[src/rtl/legacy_io_pkg.sv]
package legacy_io_pkg;
  localparam int unsigned IO_AW = 16;
  localparam int unsigned SA_W  = 20;
  localparam int unsigned LA_W  = 7;

  localparam logic [IO_AW-1:0] KBD_DATA_PORT = 16'h0060;
  localparam logic [IO_AW-1:0] KBD_CMD_PORT  = 16'h0064;
  localparam logic [IO_AW-1:0] MCU_DATA_PORT = 16'h0062;
  localparam logic [IO_AW-1:0] MCU_CMD_PORT  = 16'h0066;
  localparam logic [IO_AW-1:0] RTC_IDX_PORT  = 16'h0070;
  localparam logic [IO_AW-1:0] RTC_DATA_PORT = 16'h0071;

  typedef struct packed {
    logic kbd;
    logic mcu;
    logic rtc;
    logic idx;
  } fixed_hit_t;
endpackage

[src/rtl/legacy_io_port_match.sv]
module legacy_io_port_match #(
  parameter int unsigned     AW     = 16,
  parameter logic [AW-1:0]   PORT_A = '0,
  parameter logic [AW-1:0]   PORT_B = '0
) (
  input  logic [AW-1:0] addr_i,
  input  logic          qual_i,
  output logic          hit_o
);
  logic eq_a, eq_b;

  assign eq_a  = (addr_i == PORT_A);
  assign eq_b  = (addr_i == PORT_B);
  assign hit_o = qual_i & (eq_a | eq_b);
endmodule

[src/rtl/legacy_io_range_match.sv]
module legacy_io_range_match #(
  parameter int unsigned NUM_RANGES = 2,
  parameter int unsigned AW         = 16
) (
  input  logic [AW-1:0]                 addr_i,
  input  logic [NUM_RANGES-1:0][AW-1:0] base_i,
  input  logic [NUM_RANGES-1:0][AW-1:0] mask_i,
  input  logic                          qual_i,
  output logic [NUM_RANGES-1:0]         hit_o
);
  for (genvar g = 0; g < NUM_RANGES; g++) begin : g_win
    logic [AW-1:0] diff;
    // mask bit set = don't care
    assign diff     = (addr_i ^ base_i[g]) & ~mask_i[g];
    assign hit_o[g] = qual_i & (diff == '0);
  end
endmodule

[src/rtl/legacy_io_idx_timer.sv]
module legacy_io_idx_timer #(
  parameter int unsigned CYCLES = 2
) (
  input  logic clk_i,
  input  logic rst_ni,
  input  logic iow_ni,
  input  logic idx_hit_i,
  output logic stb_o
);
  localparam int unsigned CW = $clog2(CYCLES + 1);

  logic          iow_q;
  logic          wr_fall;
  logic [CW-1:0] cnt_q;

  assign wr_fall = iow_q & ~iow_ni;

  always_ff @(posedge clk_i or negedge rst_ni) begin
    if (!rst_ni) begin
      iow_q <= 1'b1;
      cnt_q <= '0;
    end else begin
      iow_q <= iow_ni;
      if (wr_fall && idx_hit_i) begin
        cnt_q <= CW'(CYCLES);
      end else if (cnt_q != '0) begin
        cnt_q <= cnt_q - 1'b1;
      end
    end
  end

  assign stb_o = (cnt_q != '0);
endmodule

[src/rtl/legacy_io_decode.sv]
module legacy_io_decode
  import legacy_io_pkg::*;
#(
  parameter int unsigned NUM_RANGES = 2,
  parameter int unsigned ALE_CYCLES = 2
) (
  input  logic                             clk_i,
  input  logic                             rst_ni,
  input  logic [SA_W-1:0]                  sa_i,
  input  logic [LA_W-1:0]                  la_i,
  input  logic                             ior_ni,
  input  logic                             iow_ni,
  input  logic                             pci_cycle_i,
  input  logic [NUM_RANGES-1:0][IO_AW-1:0] win_base_i,
  input  logic [NUM_RANGES-1:0][IO_AW-1:0] win_mask_i,
  input  logic                             kbd_gpo_en_i,
  input  logic                             kbd_gpo_val_i,
  input  logic                             rtc_gpo_en_i,
  input  logic                             rtc_gpo_val_i,
  input  logic                             idx_gpo_en_i,
  input  logic                             idx_gpo_val_i,
  output logic                             kbd_cs_no,
  output logic                             mcu_cs_no,
  output logic                             rtc_data_cs_no,
  output logic [NUM_RANGES-1:0]            win_cs_no,
  output logic                             idx_stb_o,
  output logic                             xbuf_en_no,
  output logic                             xbuf_rd_no
);
  logic                  low_space;
  logic                  io_access;
  logic [IO_AW-1:0]      io_addr;
  logic                  fixed_qual;
  logic                  idx_qual;
  logic                  win_qual;
  fixed_hit_t            hit;
  logic [NUM_RANGES-1:0] win_hit;
  logic                  any_win;
  logic                  stb_raw;

  assign low_space  = (sa_i[SA_W-1:IO_AW] == '0) && (la_i == '0);
  assign io_access  = ~ior_ni | ~iow_ni;
  assign io_addr    = sa_i[IO_AW-1:0];
  assign fixed_qual = low_space & io_access;
  assign idx_qual   = low_space & ~iow_ni;
  assign win_qual   = fixed_qual & pci_cycle_i;

  legacy_io_port_match #(
    .AW(IO_AW), .PORT_A(KBD_DATA_PORT), .PORT_B(KBD_CMD_PORT)
  ) u_kbd (
    .addr_i(io_addr), .qual_i(fixed_qual), .hit_o(hit.kbd)
  );

  legacy_io_port_match #(
    .AW(IO_AW), .PORT_A(MCU_DATA_PORT), .PORT_B(MCU_CMD_PORT)
  ) u_mcu (
    .addr_i(io_addr), .qual_i(fixed_qual), .hit_o(hit.mcu)
  );

  legacy_io_port_match #(
    .AW(IO_AW), .PORT_A(RTC_DATA_PORT), .PORT_B(RTC_DATA_PORT)
  ) u_rtc (
    .addr_i(io_addr), .qual_i(fixed_qual), .hit_o(hit.rtc)
  );

  legacy_io_port_match #(
    .AW(IO_AW), .PORT_A(RTC_IDX_PORT), .PORT_B(RTC_IDX_PORT)
  ) u_idx (
    .addr_i(io_addr), .qual_i(idx_qual), .hit_o(hit.idx)
  );

  legacy_io_range_match #(
    .NUM_RANGES(NUM_RANGES), .AW(IO_AW)
  ) u_win (
    .addr_i(io_addr), .base_i(win_base_i), .mask_i(win_mask_i),
    .qual_i(win_qual), .hit_o(win_hit)
  );

  legacy_io_idx_timer #(
    .CYCLES(ALE_CYCLES)
  ) u_tmr (
    .clk_i(clk_i), .rst_ni(rst_ni), .iow_ni(iow_ni),
    .idx_hit_i(hit.idx), .stb_o(stb_raw)
  );

  assign any_win = |win_hit;

  // reset overrides decode and general-purpose modes
  always_comb begin
    if (!rst_ni) begin
      kbd_cs_no      = 1'b1;
      mcu_cs_no      = 1'b1;
      rtc_data_cs_no = 1'b1;
      win_cs_no      = '1;
      idx_stb_o      = 1'b0;
      xbuf_en_no     = 1'b1;
      xbuf_rd_no     = 1'b1;
    end else begin
      kbd_cs_no      = kbd_gpo_en_i ? kbd_gpo_val_i : ~hit.kbd;
      mcu_cs_no      = ~hit.mcu;
      rtc_data_cs_no = rtc_gpo_en_i ? rtc_gpo_val_i : ~hit.rtc;
      win_cs_no      = ~win_hit;
      idx_stb_o      = idx_gpo_en_i ? idx_gpo_val_i : stb_raw;
      xbuf_en_no     = ~any_win;
      xbuf_rd_no     = ~(any_win & ~ior_ni);
    end
  end
endmodule

[config.mk]
export PLATFORM = sky130hd
export DESIGN_NAME = legacy_io_decode
export DESIGN_NICKNAME = d
export VERILOG_FILES = /design/src/rtl/legacy_io_pkg.sv /design/src/rtl/legacy_io_port_match.sv /design/src/rtl/legacy_io_range_match.sv /design/src/rtl/legacy_io_idx_timer.sv /design/src/rtl/legacy_io_decode.sv
export SDC_FILE = /design/constraint.sdc
export NUM_CORES = 1
export LEC_CHECK = 0
export ABC_AREA = 1
export BUFFER_PORTS_ARGS = -buffer_cell sky130_fd_sc_hd__buf_2
export CORE_MARGIN = 2
export CORE_UTILIZATION = 25
export CTS_BUF_LIST = sky130_fd_sc_hd__clkbuf_2
export DETAILED_ROUTE_END_ITERATION = 8
export GPL_TIMING_DRIVEN = 1
export PLACE_DENSITY = 0.57
export RECOVER_POWER = 50
export SKIP_LAST_GASP = 1
export SLEW_MARGIN = 20
export SYNTH_ARGS = -nofsm -noshare
export SYNTH_HDL_FRONTEND = slang
export SYNTH_HIERARCHICAL = 1
export SYNTH_SLANG_ARGS = --single-unit
[constraint.sdc]
create_clock -name clk_i -period 1.4 [get_ports clk_i]
set_input_delay 0.21 -clock clk_i [delete_from_list [all_inputs] [get_ports clk_i]]
set_output_delay 0.21 -clock clk_i [all_outputs]
set_load 0.01 [all_outputs]
* After elaboration in Yosys (flattened, before gate mapping)
Index checks and enable logic that the tools add are counted.
Operators by class: multiplexer cells 12, $add $sub $neg 1, equal/unequal tests 6, shift-type cells 0, reduce and logical (&&, ||, !) cells 9, div/mod/pow operators 0, $mul 0, order comparisons 0, bitwise operators 28
Operator list (count):
- == test 16 x 7 -> 1 bit (second input constant) | 6
- bitwise AND 16 bit | 2
- logical NOT 16 bit | 2
- inverter 16 bit | 2
- XOR 16 bit | 2
- bitwise AND 1 bit | 11
- 2-to-1 mux 1 bit | 9
- logical NOT 7 bit | 1
- inverter 1 bit | 7
- 2-to-1 mux 2 bit | 3
- logical NOT 4 bit | 1
- nonzero test 2 bit | 2
- OR 1 bit | 3
- logical AND 1 bit | 2
- inverter 2 bit | 1
- OR reduction 2 bit | 1
- subtractor 2 x 1 -> 2 bit (second input constant) | 1
Storage, ports and cells: bits in writable memories 0, bits of input ports 102, bits in registers 3, bits in read-only memories 0, word-level logic and storage cells 58, bits in latches 0, memories 0

* Depth between registers and ports, before layout
Gate-level depths: netlist of run 1.
word-level depth 9, mapped depth 11, gate-level depth less buffers 11

* By module
Netlist of run 1, hierarchy kept.
By module, submodules not included:
- legacy_io_range_match | area each 740.7 um^2, seq. area each 0.0 um^2, cells each 175, times used 1
- legacy_io_idx_timer | area each 152.6 um^2, seq. area each 76.3 um^2, cells each 18, times used 1
- legacy_io_decode | area each 140.1 um^2, seq. area each 0.0 um^2, cells each 29, times used 1
- legacy_io_port_match (u_kbd) | area each 105.1 um^2, seq. area each 0.0 um^2, cells each 28, times used 1
- legacy_io_port_match (u_mcu) | area each 101.3 um^2, seq. area each 0.0 um^2, cells each 27, times used 1
- legacy_io_port_match (u_rtc) | area each 62.6 um^2, seq. area each 0.0 um^2, cells each 15, times used 1
- legacy_io_port_match (u_idx) | area each 58.8 um^2, seq. area each 0.0 um^2, cells each 14, times used 1

* Worst setup path after synthesis of run 1
No wires, ideal clock.
path kind in2out, start point input la_i[5], end point output xbuf_rd_no, data required time 1.190 ns, path slack -0.146 ns, stages on the path 11, path buffers 0, arrival 1.336 ns, cell sequence nor2_1 -> nand2_1 -> nor2_2 -> nand3_2 -> nor2_2 -> inv_1 -> a21oi_1 -> nand2_1 -> nor2_1 -> o21ai_2 -> or2_1
On the way: word-level cells in the longest chain between the ends 9
RTL lines:
- start: declaration | line legacy_io_decode.sv:10 | input logic [LA_W-1:0] la_i,
- logical NOT 7 bit | line legacy_io_decode.sv:41 | assign low_space = (sa_i[SA_W-1:IO_AW] == '0) && (la_i == '0);
- logical AND 1 bit | line legacy_io_decode.sv:41
- bitwise AND 1 bit | line legacy_io_decode.sv:44 | assign fixed_qual = low_space & io_access;
- bitwise AND 1 bit | line legacy_io_decode.sv:46 | assign win_qual = fixed_qual & pci_cycle_i;
- net win_qual | line legacy_io_decode.sv:35 | logic win_qual;
- bitwise AND 1 bit | line legacy_io_range_match.sv:15 | assign hit_o[g] = qual_i & (diff == '0);
- net win_hit[0] | line legacy_io_decode.sv:37 | logic [NUM_RANGES-1:0] win_hit;
- OR reduction 2 bit | line legacy_io_decode.sv:86 | assign any_win = |win_hit;
- bitwise AND 1 bit | line legacy_io_decode.sv:105 | xbuf_rd_no = ~(any_win & ~ior_ni);
- inverter 1 bit | line legacy_io_decode.sv:105
- 2-to-1 mux 1 bit | line legacy_io_decode.sv:90 | if (!rst_ni) begin
- end: declaration | line legacy_io_decode.sv:28 | output logic xbuf_rd_no
The timed path passes the listed nets, and every way through them passes these cells.

* Final worst setup path of run 1
start point input la_i[3], end point output xbuf_rd_no
The elaborated chain is that of the path after synthesis.

==> out/qor.csv, run 1 <==
stage,metric,value,unit
die,die_x,77.79,um
timing,tns,-1.492,ns
clock_network,cts_tree,done,
global_routing,gr-usage-met3,0.01512,
placement,gp_congestion,0.7468,
clock_network,clock_path_buffers,2,
finish,final_util,0.4332,
die,core_area,5172,sq um
hold_path,hp-class,primary input to asynchronous set/reset pin,
drt,drt_pass1_iterations,6,
timing,rsz0062_at_grt,yes,
power_and_ir_drop,irDropWorstVdd,0.1576,mV
drt,vias,2058,
run_status,violations,negative setup slack,
global_routing,grt_pass1_wl,7.610,mm
die,start_util,0.2632,
placement,pre_cts_slack,-0.3610,ns
timing,skew,0.002759,ns
die,die_height,77.79,um
global_routing,grt_util_met1,0.1852,
timing,fin_ws,-0.3597,ns
power_and_ir_drop,power.density,300.2,nW/um^2
timing,fmax,568.3,MHz
finish,nets,544,
timing,setup_viol,8,
placement,hpwlAfterDp,3.973,mm
timing,hold_viol_final,0,
clock_network,cts_buffers,3,
drt,wl_per_cell,8.910,um
timing,finalMaxSlewViolations,0,
global_routing,grtUsageTotal,0.1500,
synth,ys_warn_count,6,
drt,wirelength,4.544,mm
synth,synth-seq-cells,3,
placement,postPlaceCellArea,2140,sq um
synth,netlist_area,1361,sq um
synth,yosysUniqueCellTypes,26,
setup_path,cp.arrival,1.55,ns
finish,stdcell_count,510,
finish,layout_commonest_cell,nand2_1,
finish,antenna_cells,0,
global_routing,grt_pass1_vias,1892,
setup_path,critical_path_class,primary input to output port,
drt,drc,0,
drt,ant_nets,0,
clock_network,cts.sinks,3,
synth,syn_nets,409,
synth,syn_avg_cell_area,4.449,sq um
power_and_ir_drop,p_sw,0.2723,mW
timing,slew_headroom,0.8807,
run_status,status,finished with violations,
finish,post-route-cell-area,2241,sq um
placement,io_buffer_count,109,
power_and_ir_drop,combinationalPowerShare,0.684,
die,ioPinCount,110,
power_and_ir_drop,switching_share,0.4048,
timing,hold_ws,0.1428,ns
run,drv_cap,0,
global_routing,overflow,0,
clock_network,path_clk_slew,0.05,ns
setup_path,worstPathRequired,1.19,ns
drt,drt_iter0_drc,34,
global_routing,grt_max_degree,7,
clock_network,clock_insertion_delay_worst_skew,0.20,ns
setup_path,critPathMaxFanout,2,
power_and_ir_drop,finalPower,0.6726,mW
power_and_ir_drop,internal_power,0.4003,mW
synth,synth_cells,306,
power_and_ir_drop,p_seq_frac,0.134,
timing,tightest_slew,0.1776,ns
synth,ys_seq_area_frac,0.05607,
timing,timing.final.crit_period,1.760,ns
global_routing,met2_usage,0.2776,
clock_network,htreeDepth,1,
global_routing,grt_antenna_before_repair,0,
die,rows,26,
finish,area_growth,64.61,%
finish,nFillCells,568,
global_routing,gr-max-usage-layer,met2,
timing,fin_crit_sh,1.257,
clock_network,root_buffer,clkbuf_2,
finish,drive_above_1_share,0.3614,
power_and_ir_drop,power_frac_clock,0.181,
placement,dp.cells,504,
finish,mostFrequentLayoutCells,"nand2_1, buf_2, inv_1",
power_and_ir_drop,leakage,1.440,nW
setup_path,cp-start-kind,primary input,
drt,post_drt_via_cell_ratio,4.035,
die,die-area,6051,sq um
setup_path,critPathCaptureType,output port,
[cell usage after synthesis, drive strengths merged]
| cell | number | area, sq um |
|---|---|---|
| ha | 1 | 12.51 |
| a21oi | 8 | 43.79 |
| nand4 | 2 | 12.51 |
| nand3 | 16 | 85.08 |
| nand3b | 7 | 52.55 |
| nor3 | 2 | 10.01 |
| o21bai | 2 | 15.01 |
| or2 | 6 | 37.54 |
| dfstp | 1 | 26.28 |
| o21ai | 4 | 23.77 |
| nand2 | 110 | 417.9 |
| nor3b | 2 | 15.01 |
| clkinv | 1 | 3.750 |
| and2 | 1 | 6.260 |
| dfrtp | 2 | 50.05 |
| o211ai | 2 | 15.01 |
| inv | 83 | 311.6 |
| nor2 | 56 | 222.7 |
[routing by layer]
metal / vias to the layer above / wire length [um]
li1: 1156 / -
met1: 825 / 2050
met2: 75 / 2120
met3: 2 / 350
met4: 0 / 22
met5: - / 0
[state kept, by name, summed over array words and instances, names as in the netlist]
name         cells
u_tmr/cnt_q      2
u_tmr/iow_q      1
[timing repair]
| item | in CTS | in global routing |
|---|---|---|
| hold endpoints to repair | 2 | 0 |
| gates resized for setup | 8 | 12 |
| pin swaps | 12 | 11 |
| setup buffers | 0 | 1 |
| endpoints found under the setup margin | 8 | 9 |
| hold buffers | 1 | 0 |
[cells by family (layout without fill, tap and decap cells)]
logic type	count (synthesis)	in the layout	synth area share
buffers and inverters	84	218	0.2316
AND/OR/NAND/NOR	202	202	0.6314
adder cells (fa/ha/maj)	1	1	0.009190
AO/OA/AOI/OAI	16	16	0.07168
flip-flops	3	3	0.05607
[worst paths after layout]
check / cells after the start / start / slack (ns) / to
setup / recovery: 13 / la_i[3] / -0.36 / xbuf_rd_no
min in group clk_i: 2 / iow_ni / 0.26 / u_tmr/iow_q
setup reg to reg: 6 / u_tmr/cnt_q[0] / 0.44 / u_tmr/cnt_q[0]
max in group asynchronous: 3 / rst_ni / 0.72 / u_tmr/cnt_q[0]
hold reg to reg: 2 / u_tmr/iow_q / 0.52 / u_tmr/cnt_q[1]
hold / removal: 2 / rst_ni / 0.14 / u_tmr/iow_q
[worst max-delay path, stage by stage]
cell     delay, ns
buf_6         0.09
nor2_2        0.12
nand2_2       0.07
nor2_4        0.09
nand3_2       0.10
nor2_2        0.12
inv_2         0.05
a21oi_1       0.11
nand2_1       0.07
nor2_2        0.12
o21ai_2       0.08
or2_1         0.19
buf_2         0.13
[area by class of cell]
type	instances	area, sq um	share of cell area
Tap cell	70	87.58	0.03908
Inverter	84	317.8	0.1418
Clock buffer	4	20.02	0.008934
Multi-Input combinational cell	219	1012	0.4517
Sequential cell	3	76.32	0.03406
Timing Repair Buffer	130	726.9	0.3244
[power by group through the flow]
| stage | combinational [mW] | clock (mW) | sequential [mW] |
|---|---|---|---|
| 5_1_grt | 0.527 | 0.134 | 0.0904 |
| 3_5_place_dp | 0.446 | 0 | 0.0917 |
| 3_3_place_gp | 0.441 | 0 | 0.0914 |
| 6_report | 0.460 | 0.122 | 0.0904 |
| 2_1_floorplan | 0.179 | 0 | 0.0914 |
| 4_1_cts | 0.456 | 0.130 | 0.0902 |
No activity file was read; power rests on OpenSTA's default activity.
==> inputs of run 2 (changes only) <==
--- a/config.mk
+++ b/config.mk
@@ -12,7 +12,7 @@
 export CTS_BUF_LIST = sky130_fd_sc_hd__clkbuf_2
 export DETAILED_ROUTE_END_ITERATION = 8
 export GPL_TIMING_DRIVEN = 1
-export PLACE_DENSITY = 0.57
+export PLACE_DENSITY = 0.55
 export RECOVER_POWER = 50
 export SKIP_LAST_GASP = 1
 export SLEW_MARGIN = 20
==> constraint.sdc (replaced) <==
create_clock -name clk_i -period 1.7 [get_ports clk_i]
set_input_delay 0.255 -clock clk_i [delete_from_list [all_inputs] [get_ports clk_i]]
set_output_delay 0.255 -clock clk_i [all_outputs]
set_load 0.01 [all_outputs]
==> out/qor.csv, run 2 (synthesized netlist as in run 1, its figures left out) <==
stage,metric,value,unit,change
clock_network,htreeDepth,1,,unchanged
finish,final_util,0.4357,,+0.002419
setup_path,critPathSlowestCell,or2_1,,
die,core_area,5172,sq um,unchanged
drt,wirelength,4.430,mm,-2.5%
clock_network,cts_tree,done,,
setup_path,critical_path.cell_chain,buf_6 > nor2_4 > nand2_2 > nor2_4 > nand3_2 > nor2_2 > inv_2 > a21oi_1 > nand2_1 > nor2_2 > o21ai_2 > or2_1 > buf_2,,
setup_path,cp_top_family,simple AND/OR/NAND/NOR gates,,
global_routing,grt_pass1_vias,1964,,+3.8%
setup_path,critPathCaptureType,output port,,
timing,skew,0.001573,ns,-0.001186 ns
timing,fin_crit_sh,1.067,,
setup_path,critPathLaunch,la_i[2],,
placement,gp_congestion,0.7836,,+4.9%
setup_path,r2r-start,u_tmr/cnt_q[0],,
setup_path,slowest_delay,0.20,ns,about the same
drt,drc,0,,unchanged
setup_path,worst-path-buf-inv,3,,unchanged
finish,layout_commonest_cell,nand2_1,,
global_routing,grtUsageTotal,0.1509,,+0.0009340
global_routing,grt_antenna_before_repair,0,,unchanged
clock_network,post-cts-setup-buffer-count,0,,unchanged
timing,fin_ws,-0.1143,ns,+0.2454 ns
die,die-area,6051,sq um,unchanged
global_routing,grt_max_degree,10,,+3
drt,vias,2028,,-1.5%
die,start_util,0.2632,,unchanged
timing,tightest_slew,0.2056,ns,+0.02800 ns
finish,reg_top3,"u_tmr/cnt_q x2, u_tmr/iow_q x1",,
timing,slew_headroom,0.8624,,-0.01826
finish,regMostFlops,u_tmr/cnt_q,,
clock_network,path_clk_slew,0.05,ns,about the same
power_and_ir_drop,irDropWorstVdd,0.1486,mV,-5.7%
run,drv_cap,0,,unchanged
clock_network,clock_insertion_delay_worst_skew,0.20,ns,about the same
timing,fmax,551.2,MHz,
drt,post_drt_via_cell_ratio,3.984,,-1.3%
timing,timing.final.crit_period,1.814,ns,
power_and_ir_drop,power.density,246.1,nW/um^2,-18%
drt,drt_pass1_iterations,4,,-2
timing,setup_viol,1,,-7
timing,hold_viol_final,0,,unchanged
setup_path,cp.arrival,1.56,ns,about the same
global_routing,grt_pass1_wl,7.741,mm,+1.7%
finish,nets,543,,-0.18%
die,die_x,77.79,um,unchanged
timing,finalMaxSlewViolations,0,,unchanged
placement,postPlaceCellArea,2137,sq um,-0.12%
die,rows,26,,unchanged
power_and_ir_drop,leakage,1.442,nW,+0.17%
finish,mostFrequentLayoutCells,"nand2_1, buf_2, inv_1",,
drt,wl_per_cell,8.703,um,-2.3%
finish,nFillCells,586,,+3.2%
finish,largest_register_ffs,2,,unchanged
placement,io_buffer_count,109,,unchanged
drt,ant_nets,0,,unchanged
run_status,violations,negative setup slack,,
setup_path,critPathMaxFanout,2,,unchanged
placement,hpwlAfterDp,3.999,mm,+0.64%
setup_path,cp-start-kind,primary input,,
hold_path,hp-class,primary input to asynchronous set/reset pin,,
die,ioPinCount,110,,unchanged
clock_network,clock_path_buffers,2,,unchanged
setup_path,worstPathRequired,1.44,ns,+0.25 ns
clock_network,root_buffer,clkbuf_2,,
run_status,status,finished with violations,,
finish,post-route-cell-area,2253,sq um,+0.56%
clock_network,cts.sinks,3,,unchanged
setup_path,critical_path_class,primary input to output port,,
die,die_height,77.79,um,unchanged
drt,drt_iter0_drc,56,,+65%
global_routing,overflow,0,,unchanged
timing,rsz0062_at_grt,yes,,
finish,antenna_cells,0,,unchanged
clock_network,cts_buffers,3,,unchanged
placement,pre_cts_slack,-0.2070,ns,+0.1541 ns
finish,drive_above_1_share,0.3645,,+0.003101
finish,area_growth,65.53,%,
[run 2: layout make-up]
class,instances,area (sq um),share of cell area
Inverter,84,317.8,0.1410
Sequential cell,3,76.32,0.03387
Multi-Input combinational cell,219,1022,0.4536
Timing Repair Buffer,129,729.5,0.3237
Tap cell,70,87.58,0.03887
Clock buffer,4,20.02,0.008884
[run 2: routing by layer]
metal | GRT usage | part of all wire | vias to the layer above
met5 | 0 | 0 | -
met4 | 0.01607 | 0 | 0
met3 | 0.01512 | 0.076 | 0
met2 | 0.2759 | 0.46 | 68
met1 | 0.1955 | 0.47 | 809
li1 | - | - | 1151
[run 2: power by group]
part | switching (mW) | total (mW) | leakage (nW) | internal [mW]
Combinational | 0.186 | 0.379 | 1.39 | 0.192
Sequential | 0.000588 | 0.0744 | 0.0385 | 0.0738
Clock | 0.0394 | 0.101 | 0.0166 | 0.0621
Total | 0.226 | 0.555 | 1.44 | 0.328
[run 2: worst reg2reg max path: stages, from the launching register on]
cell and delay [ns]:
dfrtp_1 0.35, inv_1 0.06, ha_2 0.30, nand2_1 0.04, nand2_1 0.05, nand2_1 0.04
[run 2: worst paths after layout]
kind	to	slack [ns]	cells past startpoint
setup / recovery	xbuf_rd_no	-0.11	13
hold / removal	u_tmr/iow_q	0.09	1
setup reg to reg	u_tmr/cnt_q[1]	0.74	5
hold reg to reg	u_tmr/cnt_q[1]	0.52	2
max in group asynchronous	u_tmr/cnt_q[1]	1.05	2
min in group clk_i	u_tmr/iow_q	0.29	2
[run 2: per-stage QoR]
step	TNS, ns	total power [mW]	cells	hold WS (ns)
floorplan	0	0.2223	306	-0.04059
global placement	-0.3834	0.4366	504	0.1142
detailed placement	-0.5045	0.4431	504	0.1186
CTS	-0.1994	0.5545	509	0.08662
global route	-0.6400	0.6274	509	0.08845
finish	-0.1143	0.5546	509	0.09089
[run 2: timing repair]
item / in CTS / in global routing
endpoints found under the setup margin: 5 / 8
pin swaps: 9 / 12
gates resized for setup: 9 / 17
hold endpoints to repair: 2 / 0
hold buffers: 1 / 0
==> inputs of run 3 (changes only) <==
--- a/config.mk
+++ b/config.mk
@@ -7,12 +7,14 @@
 export LEC_CHECK = 0
 export ABC_AREA = 1
 export BUFFER_PORTS_ARGS = -buffer_cell sky130_fd_sc_hd__buf_2
+export CELL_PAD_IN_SITES_DETAIL_PLACEMENT = 0
+export CELL_PAD_IN_SITES_GLOBAL_PLACEMENT = 1
 export CORE_MARGIN = 2
-export CORE_UTILIZATION = 25
+export CORE_UTILIZATION = 23
 export CTS_BUF_LIST = sky130_fd_sc_hd__clkbuf_2
 export DETAILED_ROUTE_END_ITERATION = 8
 export GPL_TIMING_DRIVEN = 1
-export PLACE_DENSITY = 0.55
+export PLACE_DENSITY = 0.82
 export RECOVER_POWER = 50
 export SKIP_LAST_GASP = 1
 export SLEW_MARGIN = 20
==> out/qor.csv, run 3 (synthesized netlist as in run 1, its figures left out) <==
stage,metric,value,unit,change
placement,hpwlAfterDp,4.037,mm,+0.96%
timing,fin_crit_sh,1.104,,+0.03713
global_routing,grtUsageTotal,0.1354,,-0.01548
power_and_ir_drop,finalPower,0.5595,mW,+0.89%
timing,rsz0062_at_grt,yes,,
global_routing,overflow,0,,unchanged
drt,drc,0,,unchanged
run_status,violations,negative setup slack,,
drt,post_drt_via_cell_ratio,3.888,,-2.4%
timing,finalMaxSlewViolations,0,,unchanged
setup_path,cp-start-kind,primary input,,
setup_path,critical_path.cell_chain,buf_6 > nor2_4 > nand2_2 > nor2_4 > nand3_2 > nor2_2 > inv_2 > a21oi_2 > nand2_1 > nor2_2 > o21ai_2 > or2_1 > buf_2,,
die,ioPinCount,110,,unchanged
power_and_ir_drop,leakage,1.463,nW,+1.4%
finish,reg_top3,"u_tmr/cnt_q x2, u_tmr/iow_q x1",,
placement,io_buffer_count,109,,unchanged
finish,drive_above_1_share,0.3710,,+0.006576
die,rows,28,,+7.7%
placement,gp_congestion,0.8068,,+3.0%
timing,timing.final.crit_period,1.877,ns,+0.06311 ns
run,drv_cap,0,,unchanged
timing,skew,0.001903,ns,+0.0003300 ns
hold_path,hp-class,primary input to asynchronous set/reset pin,,
setup_path,critical_path_class,primary input to output port,,
setup_path,cp.arrival,1.62,ns,+0.06 ns
timing,fmax,532.6,MHz,-3.4%
clock_network,clock_path_buffers,2,,unchanged
die,die-area,6550,sq um,+8.2%
setup_path,critPathMaxFanout,2,,unchanged
drt,wl_per_cell,8.809,um,+1.2%
die,die_x,80.94,um,+4.0%
clock_network,cts_buffers,3,,unchanged
global_routing,grt_max_degree,10,,unchanged
finish,stdcell_count,517,,+1.6%
drt,drt_iter0_drc,49,,-13%
global_routing,grt_pass1_vias,1821,,-7.3%
finish,antenna_cells,0,,unchanged
finish,nets,546,,+0.55%
finish,regMostFlops,u_tmr/cnt_q,,
global_routing,grt_pass1_wl,7.072,mm,-8.6%
drt,ant_nets,0,,unchanged
clock_network,htreeDepth,1,,unchanged
setup_path,worstPathRequired,1.44,ns,about the same
clock_network,cts.sinks,3,,unchanged
timing,hold_viol_final,0,,unchanged
finish,layout_commonest_cell,nand2_1,,
die,die_height,80.94,um,+4.0%
finish,area_growth,68.38,%,
timing,setup_viol,3,,+2
setup_path,worst-path-buf-inv,3,,unchanged
drt,wirelength,4.554,mm,+2.8%
timing,slew_headroom,0.8581,,-0.004287
clock_network,root_buffer,clkbuf_2,,
power_and_ir_drop,irDropWorstVdd,0.1051,mV,-29%
power_and_ir_drop,power.density,244.1,nW/um^2,-0.82%
drt,vias,2010,,-0.89%
finish,nFillCells,667,,+14%
drt,drt_pass1_iterations,4,,unchanged
clock_network,path_clk_slew,0.05,ns,about the same
finish,mostFrequentLayoutCells,"nand2_1, buf_2, inv_1",,
finish,largest_register_ffs,2,,unchanged
clock_network,cts_tree,done,,
setup_path,slowest_delay,0.22,ns,+0.02 ns
clock_network,clock_insertion_delay_worst_skew,0.21,ns,about the same
setup_path,critPathSlowestCell,or2_1,,
setup_path,cp_top_family,simple AND/OR/NAND/NOR gates,,
setup_path,critPathCaptureType,output port,,
die,core_area,5816,sq um,+12%
timing,tightest_slew,0.2120,ns,+0.006407 ns
timing,fin_ws,-0.1774,ns,-0.06311 ns
placement,dp.cells,509,,+0.99%
global_routing,grt_antenna_before_repair,0,,unchanged
run_status,status,finished with violations,,
die,start_util,0.2341,,-0.02910
-- run 3: cell count changes in the layout (fill, tap and decap cells not counted), sizes merged --
cell / delta
buf: +3
-- run 3: worst paths after layout --
path | start | endpoint | slack [ns] | cells past startpoint
worst max register to register | u_tmr/cnt_q[0] | u_tmr/cnt_q[1] | 0.70 | 6
worst max-delay path | la_i[2] | xbuf_rd_no | -0.18 | 13
min in group clk_i | iow_ni | u_tmr/iow_q | 0.29 | 2
worst min-delay path | rst_ni | u_tmr/iow_q | 0.09 | 1
max in group asynchronous | rst_ni | u_tmr/cnt_q[1] | 1.05 | 2
worst min register to register | u_tmr/iow_q | u_tmr/cnt_q[1] | 0.53 | 2
-- run 3: layout make-up --
cell class / instances / area (sq um) / area share
multi-input combinational: 219 / 1032 / 0.4503
timing repair buffer: 132 / 752.0 / 0.3281
inverter: 84 / 317.8 / 0.1386
tap: 75 / 93.84 / 0.04094
sequential: 3 / 76.32 / 0.03330
clock buffer: 4 / 20.02 / 0.008734
-- run 3: worst register-to-register path, stage by stage (launching register included) --
cell	delay, ns
dfrtp_1	0.35
inv_1	0.06
ha_1	0.23
inv_2	0.09
nand2_1	0.05
nand2_1	0.06
nand2_1	0.06
-- run 3: repair_timing --
action / CTS / global route
resized for setup: 11 / 17
hold endpoints to repair: 2 / 0
buffers inserted: 2 / 2
pin swaps: 10 / 15
hold buffers: 1 / 0
endpoints found under the setup margin: 5 / 7
-- run 3: metrics by stage --
step | instance area, sq um | setup TNS [ns] | setup slack, ns | util | hold slack (ns)
4_1_cts | 2225 | -0.2177 | -0.1406 | 0.3825 | 0.08015
6_report | 2292 | -0.2472 | -0.1774 | 0.3941 | 0.09188
2_1_floorplan | 1361 | 0 | 0.06352 | - | -0.04059
3_3_place_gp | 2143 | -0.4259 | -0.1613 | 0.3685 | 0.1139
3_5_place_dp | 2143 | -0.5113 | -0.1988 | 0.3685 | 0.1128
5_1_grt | 2292 | -1.081 | -0.3263 | 0.3941 | 0.08395
-- run 3: metal layers --
layer	track usage	up-vias	share of wire
met5	0	-	0
met4	0.02881	0	0
met3	0.01556	0	0.064
met2	0.2537	61	0.47
met1	0.1647	792	0.47
li1	-	1157	-
-- run 3: power breakdown --
| group | total, mW | internal (mW) | switching [mW] |
|---|---|---|---|
| registers | 0.0744 | 0.0738 | 0.000593 |
| clock network | 0.104 | 0.0621 | 0.0417 |
| logic | 0.381 | 0.193 | 0.188 |
| total | 0.560 | 0.329 | 0.231 |
